===== config.mk =====
export PLATFORM = sky130hd
export DESIGN_NAME = txp_limit_top
export DESIGN_NICKNAME = d
export VERILOG_FILES = /design/src/rtl/txp_pkg.sv /design/src/rtl/txp_dbm_map.sv /design/src/rtl/txp_clamp.sv /design/src/rtl/txp_limit_top.sv
export SDC_FILE = /design/constraint.sdc
export NUM_CORES = 1
export LEC_CHECK = 0
export ABC_AREA = 1
export BUFFER_PORTS_ARGS = -buffer_cell sky130_fd_sc_hd__buf_2
export CAP_MARGIN = 30
export CORE_AREA = 2 2 61 63
export DETAILED_ROUTE_END_ITERATION = 7
export DIE_AREA = 0 0 63 65
export PLACE_DENSITY_LB_ADDON = 0.1
export SYNTH_ARGS = -nofsm -noshare
export SYNTH_HDL_FRONTEND = slang
export SYNTH_SLANG_ARGS = --single-unit

===== constraint.sdc =====
create_clock -name clk_i -period 1.3 [get_ports clk_i]
set_input_delay 0.13 -clock clk_i [delete_from_list [all_inputs] [get_ports clk_i]]
set_output_delay 0.13 -clock clk_i [all_outputs]
set_load 0.03 [all_outputs]

===== src/rtl/txp_pkg.sv =====
package txp_pkg;

    typedef enum logic [1:0] {
        MAP_OFDM  = 2'd0,
        MAP_CCK   = 2'd1,
        MAP_PLAIN = 2'd2
    } map_kind_e;

    typedef enum logic {
        ST_IDLE = 1'b0,
        ST_EMIT = 1'b1
    } txp_state_e;

    localparam int OFDM_MUL   = 2;
    localparam int OFDM_OFS   = 0;
    localparam int OFDM_CEIL  = 40;
    localparam int CCK_MUL    = 4;
    localparam int CCK_OFS    = 52;
    localparam int CCK_CEIL   = 28;
    localparam int PLAIN_MUL  = 1;
    localparam int PLAIN_OFS  = 0;
    localparam int PLAIN_CEIL = 35;

endpackage


===== src/rtl/txp_dbm_map.sv =====
module txp_dbm_map
    import txp_pkg::*;
#(
    parameter map_kind_e KIND  = MAP_OFDM,
    parameter int        DBM_W = 8,
    parameter int        IDX_W = 8
) (
    input  logic signed [DBM_W-1:0] dbm_i,
    output logic        [IDX_W-1:0] cap_o
);
    localparam int MUL  = (KIND == MAP_OFDM) ? OFDM_MUL  :
                          (KIND == MAP_CCK)  ? CCK_MUL   : PLAIN_MUL;
    localparam int OFS  = (KIND == MAP_OFDM) ? OFDM_OFS  :
                          (KIND == MAP_CCK)  ? CCK_OFS   : PLAIN_OFS;
    localparam int CEIL = (KIND == MAP_OFDM) ? OFDM_CEIL :
                          (KIND == MAP_CCK)  ? CCK_CEIL  : PLAIN_CEIL;
    localparam logic [IDX_W-1:0] CEIL_L = IDX_W'(CEIL);

    int scaled;

    // Linear rule on the sign-extended ceiling, then saturation on both sides.
    always_comb begin
        scaled = MUL * int'(dbm_i) - OFS;
        if (scaled < 0) begin
            cap_o = '0;
        end else if (scaled > CEIL) begin
            cap_o = CEIL_L;
        end else begin
            cap_o = scaled[IDX_W-1:0];
        end
    end
endmodule


===== src/rtl/txp_clamp.sv =====
module txp_clamp #(
    parameter int IDX_W   = 8,
    parameter int ABS_CAP = 35
) (
    input  logic             lim_valid_i,
    input  logic [IDX_W-1:0] req_i,
    input  logic [IDX_W-1:0] cap_i,
    output logic [IDX_W-1:0] idx_o
);
    localparam logic [IDX_W-1:0] ABS_CAP_L = IDX_W'(ABS_CAP);

    logic [IDX_W-1:0] regulated;

    always_comb begin
        regulated = (lim_valid_i && (req_i > cap_i)) ? cap_i : req_i;
        idx_o     = (regulated > ABS_CAP_L) ? ABS_CAP_L : regulated;
    end
endmodule


===== src/rtl/txp_limit_top.sv =====
module txp_limit_top
    import txp_pkg::*;
#(
    parameter int         DBM_W     = 8,
    parameter int         IDX_W     = 8,
    parameter int         ABS_CAP   = 35,
    parameter int         GAIN_KNEE = 17,
    parameter logic [7:0] GAIN_LO   = 8'hA5,
    parameter logic [7:0] GAIN_HI   = 8'h5A
) (
    input  logic                    clk_i,
    input  logic                    rst_ni,
    input  logic                    load_i,
    input  logic                    lim_valid_i,
    input  logic signed [DBM_W-1:0] max_dbm_i,
    input  logic        [IDX_W-1:0] cck_req_i,
    input  logic        [IDX_W-1:0] ofdm_req_i,
    output logic        [IDX_W-1:0] cck_idx_o,
    output logic        [IDX_W-1:0] ofdm_idx_o,
    output logic        [7:0]       gain_code_o,
    output logic                    valid_o
);
    localparam logic [IDX_W-1:0] KNEE_L = IDX_W'(GAIN_KNEE);

    txp_state_e       state_q, state_d;
    logic [IDX_W-1:0] ofdm_cap, cck_cap;
    logic [IDX_W-1:0] ofdm_nx, cck_nx;
    logic [7:0]       gain_nx;

    txp_dbm_map #(.KIND(MAP_OFDM), .DBM_W(DBM_W), .IDX_W(IDX_W)) u_map_ofdm (
        .dbm_i (max_dbm_i),
        .cap_o (ofdm_cap)
    );

    txp_dbm_map #(.KIND(MAP_CCK), .DBM_W(DBM_W), .IDX_W(IDX_W)) u_map_cck (
        .dbm_i (max_dbm_i),
        .cap_o (cck_cap)
    );

    txp_clamp #(.IDX_W(IDX_W), .ABS_CAP(ABS_CAP)) u_clamp_ofdm (
        .lim_valid_i (lim_valid_i),
        .req_i       (ofdm_req_i),
        .cap_i       (ofdm_cap),
        .idx_o       (ofdm_nx)
    );

    txp_clamp #(.IDX_W(IDX_W), .ABS_CAP(ABS_CAP)) u_clamp_cck (
        .lim_valid_i (lim_valid_i),
        .req_i       (cck_req_i),
        .cap_i       (cck_cap),
        .idx_o       (cck_nx)
    );

    assign gain_nx = (ofdm_nx <= KNEE_L) ? GAIN_LO : GAIN_HI;

    // State register
    always_ff @(posedge clk_i or negedge rst_ni) begin
        if (!rst_ni) begin
            state_q <= ST_IDLE;
        end else begin
            state_q <= state_d;
        end
    end

    // Transitions: any load leads to EMIT, otherwise back to IDLE
    always_comb begin
        state_d = state_q;
        unique case (state_q)
            ST_IDLE: state_d = load_i ? ST_EMIT : ST_IDLE;
            ST_EMIT: state_d = load_i ? ST_EMIT : ST_IDLE;
            default: state_d = ST_IDLE;
        endcase
    end

    // Output registers, captured on the load strobe
    always_ff @(posedge clk_i or negedge rst_ni) begin
        if (!rst_ni) begin
            cck_idx_o   <= '0;
            ofdm_idx_o  <= '0;
            gain_code_o <= GAIN_LO;
        end else if (load_i) begin
            cck_idx_o   <= cck_nx;
            ofdm_idx_o  <= ofdm_nx;
            gain_code_o <= gain_nx;
        end
    end

    assign valid_o = (state_q == ST_EMIT);
endmodule


# == After elaboration in Yosys (flattened, before gate mapping) ==
# Cells that the tools add are included.
# classes
mux,10
n_reduce_logical,2
magnitude_cmp,9
add_sub_neg,1
# ops
cell,count
$mux W8,9
$gt A32 B6 Y1 const B,1
$lt A32 B1 Y1 const B,1
$gt A8 B6 Y1 const B,2
$gt A8 B8 Y1,2
$sub A10 B7 Y11 const B,1
$gt A9 B7 Y1 const B,1
$lt A9 B1 Y1 const B,1
$le A8 B5 Y1 const B,1
$logic_and A1 B1 Y1,2
$mux W1,1
# totals
register_bits,25
output_inout_bits,25
wordCells,26
in_bits,28

# == Longest topological paths before layout ==
# Gate-level depths: netlist of run 1.
# depth
depth_word,10
depth_mapped,25
depth_no_buf,25

# == By module ==
# From an unflattened synthesis of run 1, not the netlist that was laid out.
# unflattened
hier_cells,307
area_unflattened_um2,2031.9
# modules_own_cells
module,area_each_um2,n_inst,cells_per_inst
txp_clamp,444.2,2,78
txp_limit_top,815.8,1,87
txp_dbm_map at u_map_cck,215.2,1,41
txp_dbm_map at u_map_ofdm,112.6,1,23

# == Worst setup path before layout of run 1 ==
# No wires, ideal clock.
# synth_timing
kind,input to register
start,input port max_dbm_i[0]
end,register cck_idx_o[0]
setup_slack_ns,-0.739
path_stages,22
arrival_ns,1.926
n_path_buf,0
path_cell_list,inv_1 > ha_1 > inv_1 > nand2_1 > nor2_1 > nor2_1 > nor2_4 > nand2_2 > ha_1 > nand2_1 > nor2_2 > nand2_1 > nand3_2 > nand3_4 > inv_2 > nand2_1 > nand2_2 > nand3_2 > nand2_2 > nand3_1 > nand2_1 > inv_1
# synth_between
elab_chain_len,9
elab_cells_between_ends,10
cone_classes,add/sub (1); order compare (4); mux (4); reduce/logical (1)
# synth_lines
element,line_no,rtl
start: declaration,txp_limit_top.sv:15,"input logic signed [DBM_W-1:0] max_dbm_i,"
$sub A10 B7 Y11 (*),txp_dbm_map.sv:23,scaled = MUL * int'(dbm_i) - OFS;
$gt A32 B6 Y1,txp_dbm_map.sv:26,end else if (scaled > CEIL) begin
$mux W8,txp_dbm_map.sv:26,
$mux W8 (*),txp_dbm_map.sv:24,if (scaled < 0) begin
$gt A8 B8 Y1,txp_clamp.sv:15,regulated = (lim_valid_i && (req_i > cap_i)) ? cap_i : req_i;
$logic_and A1 B1 Y1,txp_clamp.sv:15,
$mux W8 (*),txp_clamp.sv:15,
$gt A8 B6 Y1,txp_clamp.sv:16,idx_o = (regulated > ABS_CAP_L) ? ABS_CAP_L : regulated;
$mux W8 (*),txp_clamp.sv:16,
end signal: assignment,txp_limit_top.sv:82,cck_idx_o <= cck_nx;
end: declaration,txp_limit_top.sv:18,"output logic [IDX_W-1:0] cck_idx_o,"
# Every way passes the cells marked *; elsewhere a longest branch is shown, timed or not.
# A chain may end at the register's enable or synchronous reset.

# == Final worst setup path of run 1 ==
# layout_timing
start,input port max_dbm_i[1]
end,register gain_code_o[5]
# layout_between
elab_chain_len,10
elab_cells_between_ends,11
cone_classes,order compare (5); mux (5); reduce/logical (1)
# layout_lines
element,line_no,rtl
$gt A9 B7 Y1,txp_dbm_map.sv:26,
$mux W8,txp_dbm_map.sv:26,
$mux W8 (*),txp_dbm_map.sv:24,
$gt A8 B8 Y1,txp_clamp.sv:15,
$logic_and A1 B1 Y1,txp_clamp.sv:15,
$mux W8 (*),txp_clamp.sv:15,
$gt A8 B6 Y1,txp_clamp.sv:16,
$mux W8 (*),txp_clamp.sv:16,
$le A8 B5 Y1 (*),txp_limit_top.sv:54,assign gain_nx = (ofdm_nx <= KNEE_L) ? GAIN_LO : GAIN_HI;
$mux W8 (*),txp_limit_top.sv:54,
end signal: assignment,txp_limit_top.sv:84,gain_code_o <= gain_nx;
end: declaration,txp_limit_top.sv:20,"output logic [7:0] gain_code_o,"
# Marked as above.

==> flow_summary.toml, run 1 <==
[outcome]
status = "complete, but fails checks"
violations = "negative setup slack"

[synthesis]
yosys.area.top_type = "dfrtp_1"
synthMuxAreaShare_pct = 0
ys_ff_latch = 19
synth_cells = 224
synth_top_family_by_area = "simple AND/OR/NAND/NOR gates"
synth-edff-count = 0
yosys.area_share.simple_pct = 39.55
synth-xor-area-share_pct = 0
ys.flop_type = "dfrtp_1"
synth-compound-area-share_pct = 8.449
yosysMostFrequentCell = "nand2_1"
ys_async_sr_fraction_pct = 100.0
synth_seq_area_share_pct = 29.26
netlist.area_leader.share_pct = 27.65
yosysUniqueCellTypes = 28
ys_warn_count = 0
synth_fa_ha_area_share_pct = 10.75
netlist_top_cells_count = "58 x nand2_1, 32 x inv_1, 18 x dfrtp_1, 18 x nand3_1, 16 x nand2_2"
ys_top_cells_by_area = "dfrtp_1 28%, nand2_1 13%, ha_1 11%, inv_1 7.4%, nand2_2 6.1%"
postSynthAreaPerCell_um2 = 7.273
synth_area_um2 = 1629

[sta]
period_share_pct = 149.9
slew_violations = 0
fin_ws_ps = -648.5
rsz0062_at_grt = "yes"
hold_viol = 0
finalSetupViolations = 14
fmax_ghz = 0.5132
finClkSkew_ps = 0
tns_ps = -8189
min_period_ps = 1949

[global_routing]
grt-ovfl-total = 0
track_usage_pct = 17.94
grt_max_degree = 20
met2_usage_pct = 32.98
antenna_found_initial = 0
met1_usage_pct = 22.71
top_usage_layer = "met2"
globalRouteMet3Util_pct = 3.125
grt_pass1_wl_mm = 5.878
grt_pass1_vias = 1442

[clocking]
cts_sinks = 19
htree_num_levels = 1
cts_root_buffer = "clkbuf_4"
clk_latency_ps = 280
cts_buffer_depth = 2
cts_setup_buffers = 0
cts_tree = "built"
cts_buffers = 3
path_clk_slew_ps = 100

[placed_design]
dpl.hpwl_mm = 2.883
io_buffer_count = 52
placement.cell_area_um2 = 2258
routabilityCongestion = 0.8318

[setup_path]
cp_data_required_time_ps = 1530
crit_type = "in2reg"
endpoint_kind = "flip-flop"
worstPathArrival_ps = 2170
crit_path_start_kind = "input pin"
path_max_fanout = 5

[drt]
wl_mm = 3.574
drtIter0Drc = 41
final_antenna_net_count = 0
vias_per_cell = 4.605
drtPass1Iterations = 4
num_vias = 1630
drc = 0
wire_per_inst_um = 10.10

[cells_and_area]
postLayoutCellArea_um2 = 2419
diodes = 0
num-nets-final = 349
layout-drive-gt1-share_pct = 51.63
area_delta_synth_final_pct = 48.46

[power_and_ir_drop]
cellPowerDensity_nw_per_um2 = 766.6
leakagePower_nw = 1.275
irDropWorstVdd_v = 0.0003522

[floorplanning]
die_y_um = 65
initial_core_util_pct = 46.60
rows = 22
die_area_um2 = 4095
core-area_um2 = 3496
die_x_um = 63
io-pin-count = 53

[min_path]
hp-class = "in2reg"

[flow_run]
maxCapViolCount = 0
==> kinds of logic after synthesis <==
group           Yosys count
fa+ha+maj                14
buf+inv                  45
flops                    19
other cells               1
simple gates            126
compound gates           19
==> layout by cell type, fill, tap and decap left out, types with 2 or more instances in the layout <==
| master | instances |
|---|---|
| buf_2 | 50 |
| nand2_1 | 46 |
| inv_1 | 29 |
| buf_4 | 28 |
| nand2_2 | 21 |
| dfrtp_1 | 18 |
| nand3_1 | 12 |
| nand3_2 | 11 |
| nor2_1 | 11 |
| nand2_4 | 9 |
| ha_1 | 9 |
| a21oi_1 | 6 |
| nor2_4 | 5 |
| conb_1 | 5 |
| ha_4 | 5 |
| or2_2 | 4 |
| inv_2 | 3 |
| nor2_2 | 3 |
| o21ai_1 | 3 |
| o21ai_4 | 3 |
| o21ai_2 | 3 |
| clkbuf_4 | 3 |
| clkinv_1 | 2 |
==> registers in the layout, indices dropped and copies added (netlist names) <==
signal       cells
gain_code_o      2
cck_idx_o        8
ofdm_idx_o       8
valid_o          1
==> worst paths after layout <==
path / depth (start not counted) / slack [ps] / startpoint / endpoint
worst max-delay path: 20 / -650 / max_dbm_i[1] / gain_code_o[5]
worst min-delay path: 1 / 60 / load_i / valid_o
worst max register to register: 3 / 440 / ofdm_idx_o[1] / ofdm_idx_o[1]
worst min register to register: 2 / 480 / ofdm_idx_o[4] / ofdm_idx_o[4]
max in group asynchronous: 2 / 690 / rst_ni / gain_code_o[5]
min in group asynchronous: 2 / 290 / rst_ni / ofdm_idx_o[3]
==> critical path, cell delays in order <==
cell and delay, ps:
buf_12 110, inv_12 40, ha_4 130, inv_4 40, nand2_4 60, nand2_2 50, nand2_2 90, nand3_2 100
nand2_4 100, ha_4 210, nand2_4 70, nor2_4 40, a31oi_4 360, nand2_4 140, nand2_1 140, o21ai_4 80
nand3_1 80, nand3_1 90, nand2_1 80, nor2_1 40
==> power by group <==
| part | leakage, nW | switching (mW) | internal (mW) |
|---|---|---|---|
| Combinational | 1.03 | 0.559 | 0.344 |
| Clock | 0.0150 | 0.163 | 0.119 |
| Sequential | 0.230 | 0.0269 | 0.643 |
==> what timing repair did <==
action | 4_1_cts | 5_1_grt
cloned | 1 | 0
pin swaps | 15 | 21
setup endpoints to repair | 14 | 14
hold endpoints to repair | 18 | 0
gates resized for setup | 14 | 13
hold buffers | 1 | 0
==> metal layers <==
metal,vias to the layer above,part of all wire [%],wire length (um)
met5,-,0,0
met4,0,0,0
met3,0,3.8,135
met2,37,50,1786
met1,735,46,1652
li1,858,-,-
==> area by class of cell <==
| class | instances | area, um^2 |
|---|---|---|
| clock buffer | 4 | 26.28 |
| fill | 322 | 1077 |
| inverter | 37 | 158.9 |
| multi-input combinational | 165 | 1195 |
| sequential | 19 | 476.7 |
| tap | 48 | 60.06 |
| timing repair buffer | 81 | 501.7 |
==> per-stage QoR <==
stage | std cells | util (%) | worst slack (ps) | hold slack [ps] | power (mW)
5_1_grt | 354 | 69.18 | -767.5 | 42.97 | 1.994
2_1_floorplan | 228 | - | -729.7 | -165.6 | 1.267
3_3_place_gp | 348 | 64.60 | -1002 | 85.88 | 1.508
6_report | 354 | 69.18 | -648.5 | 55.64 | 1.854
4_1_cts | 354 | 67.43 | -600.4 | 52.71 | 1.833
3_5_place_dp | 348 | 64.60 | -1088 | 80.04 | 1.517
(Power assumes the default switching activity.)
==> run 2, diff against run 1 <==
--- a/config.mk
+++ b/config.mk
@@ -12,6 +12,7 @@
 export DETAILED_ROUTE_END_ITERATION = 7
 export DIE_AREA = 0 0 63 65
 export PLACE_DENSITY_LB_ADDON = 0.1
+export REMOVE_ABC_BUFFERS = 1
 export SYNTH_ARGS = -nofsm -noshare
 export SYNTH_HDL_FRONTEND = slang
 export SYNTH_SLANG_ARGS = --single-unit
==> run 2 against run 1 <==
Net effect:
- the flow still finishes with violations (negative setup slack)
- wire length rose by 8.9%
- non-clock buffer count rose by 7
- core utilization rose by 3.2 points
- maximum frequency fell by 3.0%
- clock skew did not move
- sequential power barely moved
- final cell count rose by 2.0%
- combinational power rose by 6.5%
- worst setup slack got worse by 61 ps
- critical endpoint is now ofdm_idx_o[1]
==> flow_summary.toml, run 2 (synthesized netlist as in run 1, its figures left out) <==
[outcome]
status = "complete, but fails checks"
violations = "negative setup slack"

[floorplanning]
die_x_um = 63
die_y_um = 65
rows = 22
initial_core_util_pct = 46.60
io-pin-count = 53
core-area_um2 = 3496
die_area_um2 = 4095

[global_routing]
antenna_found_initial = 0
grt_pass1_wl_mm = 6.306
track_usage_pct = 18.46
grt_pass1_vias = 1562
grt_max_degree = 20
grt-ovfl-total = 0

[clocking]
cts_root_buffer = "clkbuf_4"
path_clk_slew_ps = 110
htree_num_levels = 1
cts_buffers = 3
clk_latency_ps = 280
cts_tree = "built"
cts_sinks = 19
cts_buffer_depth = 2

[drt]
vias_per_cell = 4.665
wl_mm = 3.891
drc = 0
wire_per_inst_um = 10.78
drtIter0Drc = 52
final_antenna_net_count = 0
drtPass1Iterations = 4
num_vias = 1684

[power_and_ir_drop]
irDropWorstVdd_v = 0.0003594
p_total_mw = 1.920
cellPowerDensity_nw_per_um2 = 758.7
leakagePower_nw = 1.315

[cells_and_area]
num-nets-final = 356
area_delta_synth_final_pct = 55.38
postLayoutCellArea_um2 = 2531
diodes = 0
stdcell_count = 361
layout-drive-gt1-share_pct = 57.51
final_cell_mix = "50 x buf_2, 42 x nand2_1, 33 x buf_4"
mostFrequentLayoutCell = "buf_2"
reg_top3 = "cck_idx_o: 8 flops, ofdm_idx_o: 8 flops, gain_code_o: 2 flops"

[sta]
slew_violations = 0
finalSetupViolations = 14
fin_ws_ps = -709.5
tns_ps = -8566
rsz0062_at_grt = "yes"
whs_ps = 127.2
fmax_ghz = 0.4976
hold_viol = 0
finClkSkew_ps = 0
min_period_ps = 2009
period_share_pct = 154.6

[setup_path]
endpoint_kind = "flip-flop"
reg2reg_depth = 3
worstPathArrival_ps = 2210
cp_data_required_time_ps = 1500
crit_path_start_kind = "input pin"
crit_type = "in2reg"
path_max_fanout = 5

[placed_design]
placement.cell_area_um2 = 2115
io_buffer_count = 52
place_inst = 347
dpl.hpwl_mm = 2.799
routabilityCongestion = 0.8766

[flow_run]
maxCapViolCount = 0

[min_path]
hp-class = "in2reg"
min_path_cells = 2
-- run 2: repair_timing --
| item | 4_1_cts | 5_1_grt |
|---|---|---|
| gates cloned | 1 | 0 |
| setup buffers | 5 | 3 |
| pin swaps | 30 | 29 |
| endpoints found under the setup margin | 14 | 14 |
| hold buffers | 1 | 0 |
| resized for setup | 34 | 37 |
| endpoints found under the hold margin | 18 | 0 |
-- run 2: worst max-delay path, stage by stage --
cell and delay (ps):
buf_8 100, inv_4 50, ha_4 140, inv_4 40, nand2_4 60, buf_6 100
nand2_4 40, nand2_4 80, nand3_2 70, nand2_2 90, ha_4 210, a21oi_1 170
o21ai_1 80, nand2_1 100, nand2_4 110, nand2_8 100, nand2_2 70, nand2_2 80
nand3_2 80, nand2_2 90, nand3_1 90, nand2_1 80, inv_1 30
-- run 2: final cells by class --
type                            count  area (um^2)
Multi-Input combinational cell    165         1257
Fill cell                         303        964.7
Timing Repair Buffer               88        560.5
Sequential cell                    19        476.7
Inverter                           37        148.9
Tap cell                           48        60.06
Clock buffer                        3        22.52
Clock inverter                      1        5.005
-- run 2: final timing paths --
path | from | endpoint | slack (ps)
min in group asynchronous | rst_ni | cck_idx_o[6] | 300
worst min-delay path | load_i | cck_idx_o[5] | 130
max in group asynchronous | rst_ni | gain_code_o[5] | 680
worst max-delay path | max_dbm_i[1] | ofdm_idx_o[1] | -710
worst min register to register | ofdm_idx_o[5] | ofdm_idx_o[5] | 480
worst max register to register | cck_idx_o[0] | cck_idx_o[0] | 450
-- run 2: power breakdown --
group | switching, mW | leakage [nW] | internal [mW]
logic | 0.582 | 1.07 | 0.379
clock network | 0.172 | 0.0177 | 0.114
registers | 0.0301 | 0.230 | 0.643
total | 0.785 | 1.31 | 1.14
-- run 2: metal layers --
layer | vias to the layer above | share of wire (%) | GRT usage [%]
met5 | - | 0 | 0
met4 | 0 | 0.41 | 1.944
met3 | 2 | 3.6 | 1.736
met2 | 33 | 53 | 35.90
met1 | 776 | 43 | 22.60
li1 | 873 | - | -
-- run 2: per-stage QoR --
step / util [%] / setup WS, ps
4_1_cts: 67.07 / -663.0
3_3_place_gp: 60.49 / -1009
5_1_grt: 72.41 / -886.6
3_5_place_dp: 60.49 / -1045
2_1_floorplan: - / -738.5
6_report: 72.41 / -709.5
==> run 3, diff against run 2 <==
--- a/config.mk
+++ b/config.mk
@@ -13,6 +13,7 @@
 export DIE_AREA = 0 0 63 65
 export PLACE_DENSITY_LB_ADDON = 0.1
 export REMOVE_ABC_BUFFERS = 1
+export SETUP_SLACK_MARGIN = 0.5
 export SYNTH_ARGS = -nofsm -noshare
 export SYNTH_HDL_FRONTEND = slang
 export SYNTH_SLANG_ARGS = --single-unit
==> run 3 against run 2 <==
Net effect:
- the run still ends with negative setup slack left
- die area did not move
- first-iteration DRC count fell by 12%
- wire length increased by 12%
- worst setup slack improved by 45 ps
- non-clock buffer count grew 14
- core utilization is 7.2 points higher
- sequential cell count unchanged
- via count grew 4.3%
- critical path type unchanged
- largest power group unchanged
==> flow_summary.toml, run 3 (synthesized netlist as in run 1, its figures left out) <==
[sta]
rsz0062_at_grt = "yes"
tns_ps = -8478
min_period_ps = 1964
finClkSkew_ps = 0
hold_viol = 0
period_share_pct = 151.1
slew_violations = 0
finalSetupViolations = 14
fin_ws_ps = -664.5
fmax_ghz = 0.5090

[floorplanning]
die_area_um2 = 4095
die_x_um = 63
core-area_um2 = 3496
io-pin-count = 53
initial_core_util_pct = 46.60
die_y_um = 65
rows = 22

[setup_path]
endpoint_kind = "flip-flop"
cpMaxStageDelayCell = "ha_4"
path_max_fanout = 5
crit_path_start_kind = "input pin"
worst_path_largest_cell_delay_ps = 290
worstPathCellList = "buf_8, inv_4, ha_4, inv_4, nand2_4, buf_6, nand2_4, nand2_4, nand3_2, nand2_2, ha_4, nand2_4, nor2_4, a31oi_4, buf_4, nand2_8, nand2_2, nand2_2, nand3_2, nand2_2, nand3_1, nand2_1, inv_1"
crit_type = "in2reg"
worstPathArrival_ps = 2170
cp_data_required_time_ps = 1510

[drt]
wl_mm = 4.371
num_vias = 1757
wire_per_inst_um = 11.66
drtIter0Drc = 46
vias_per_cell = 4.685
drc = 0
final_antenna_net_count = 0
drtPass1Iterations = 5

[global_routing]
grt_pass1_vias = 1664
grt_max_degree = 20
grt-ovfl-total = 0
grt_pass1_wl_mm = 6.782
track_usage_pct = 20.04
antenna_found_initial = 0

[placed_design]
placement.cell_area_um2 = 2115
dpl_worst_slack_ps = -1045
dpl.hpwl_mm = 2.799
io_buffer_count = 52
routabilityCongestion = 0.8766

[outcome]
violations = "negative setup slack"
status = "complete, but fails checks"

[cells_and_area]
postLayoutCellArea_um2 = 2781
mostFrequentLayoutCell = "buf_4"
layout-drive-gt1-share_pct = 58.72
num-nets-final = 370
diodes = 0
area_delta_synth_final_pct = 70.74
reg_top3 = "cck_idx_o: 8 flops, ofdm_idx_o: 8 flops, gain_code_o: 2 flops"
final_cell_mix = "47 x buf_4, 43 x nand2_1, 27 x buf_6"

[power_and_ir_drop]
cellPowerDensity_nw_per_um2 = 754.7
irDropWorstVdd_v = 0.0004285
leakagePower_nw = 1.427

[clocking]
cts_buffer_depth = 2
path_clk_slew_ps = 120
htree_num_levels = 1
cts_tree = "built"
clk_latency_ps = 280
cts_sinks = 19
cts_root_buffer = "clkbuf_4"
cts_buffers = 3

[min_path]
hp-class = "in2reg"

[flow_run]
maxCapViolCount = 0
## run 3: where the power goes
part / total (mW) / internal [mW] / leakage (nW) / switching (mW)
combinational: 1.11 / 0.508 / 1.18 / 0.600
sequential: 0.694 / 0.645 / 0.229 / 0.0492
clock: 0.296 / 0.114 / 0.0177 / 0.182
## run 3: critical path, delay by kind of cell
family                     cells  cell delay [ps]
and+or+nand+nor               14             1010
AOI/OAI and AO/OA              1               90
buffers and inverters          6              480
adders and majority gates      2              440
## run 3: layer usage
| metal | vias up | track usage [%] | part of all wire, % |
|---|---|---|---|
| li1 | 900 | - | - |
| met1 | 813 | 23.28 | 41 |
| met2 | 42 | 40.56 | 55 |
| met3 | 2 | 1.910 | 3.9 |
| met4 | 0 | 1.944 | 0.18 |
| met5 | - | 0 | 0 |
## run 3: cell type report
type | count | area (um^2)
Inverter | 37 | 148.9
Multi-Input combinational cell | 165 | 1245
Timing Repair Buffer | 102 | 822.0
Clock buffer | 3 | 22.52
Fill cell | 239 | 714.4
Clock inverter | 1 | 5.005
Sequential cell | 19 | 478.0
Tap cell | 48 | 60.06
## run 3: what timing repair did
item	in CTS	in global routing
cloned	1	0
hold buffers	1	0
setup endpoints to repair	39	39
pin swaps	30	27
endpoints found under the hold margin	18	0
buffers inserted	13	9
gates resized for setup	82	38
## run 3: per-stage QoR
step,std cells,util (%),power [mW],hold slack [ps]
2_1_floorplan,220,-,1.180,-165.6
3_3_place_gp,347,60.49,1.449,84.29
3_5_place_dp,347,60.49,1.458,84.67
4_1_cts,366,73.09,1.964,121.7
5_1_grt,375,79.56,2.223,136.3
6_report,375,79.56,2.099,132.2
## run 3: final timing paths
path / from / end / slack [ps] / cells past startpoint
max: max_dbm_i[0] / ofdm_idx_o[1] / -660 / 23
min reg2reg: cck_idx_o[3] / cck_idx_o[3] / 520 / 2
min in group asynchronous: rst_ni / ofdm_idx_o[6] / 280 / 2
max in group asynchronous: rst_ni / gain_code_o[5] / 690 / 2
max reg2reg: ofdm_idx_o[4] / ofdm_idx_o[4] / 400 / 4
min: load_i / cck_idx_o[5] / 130 / 2
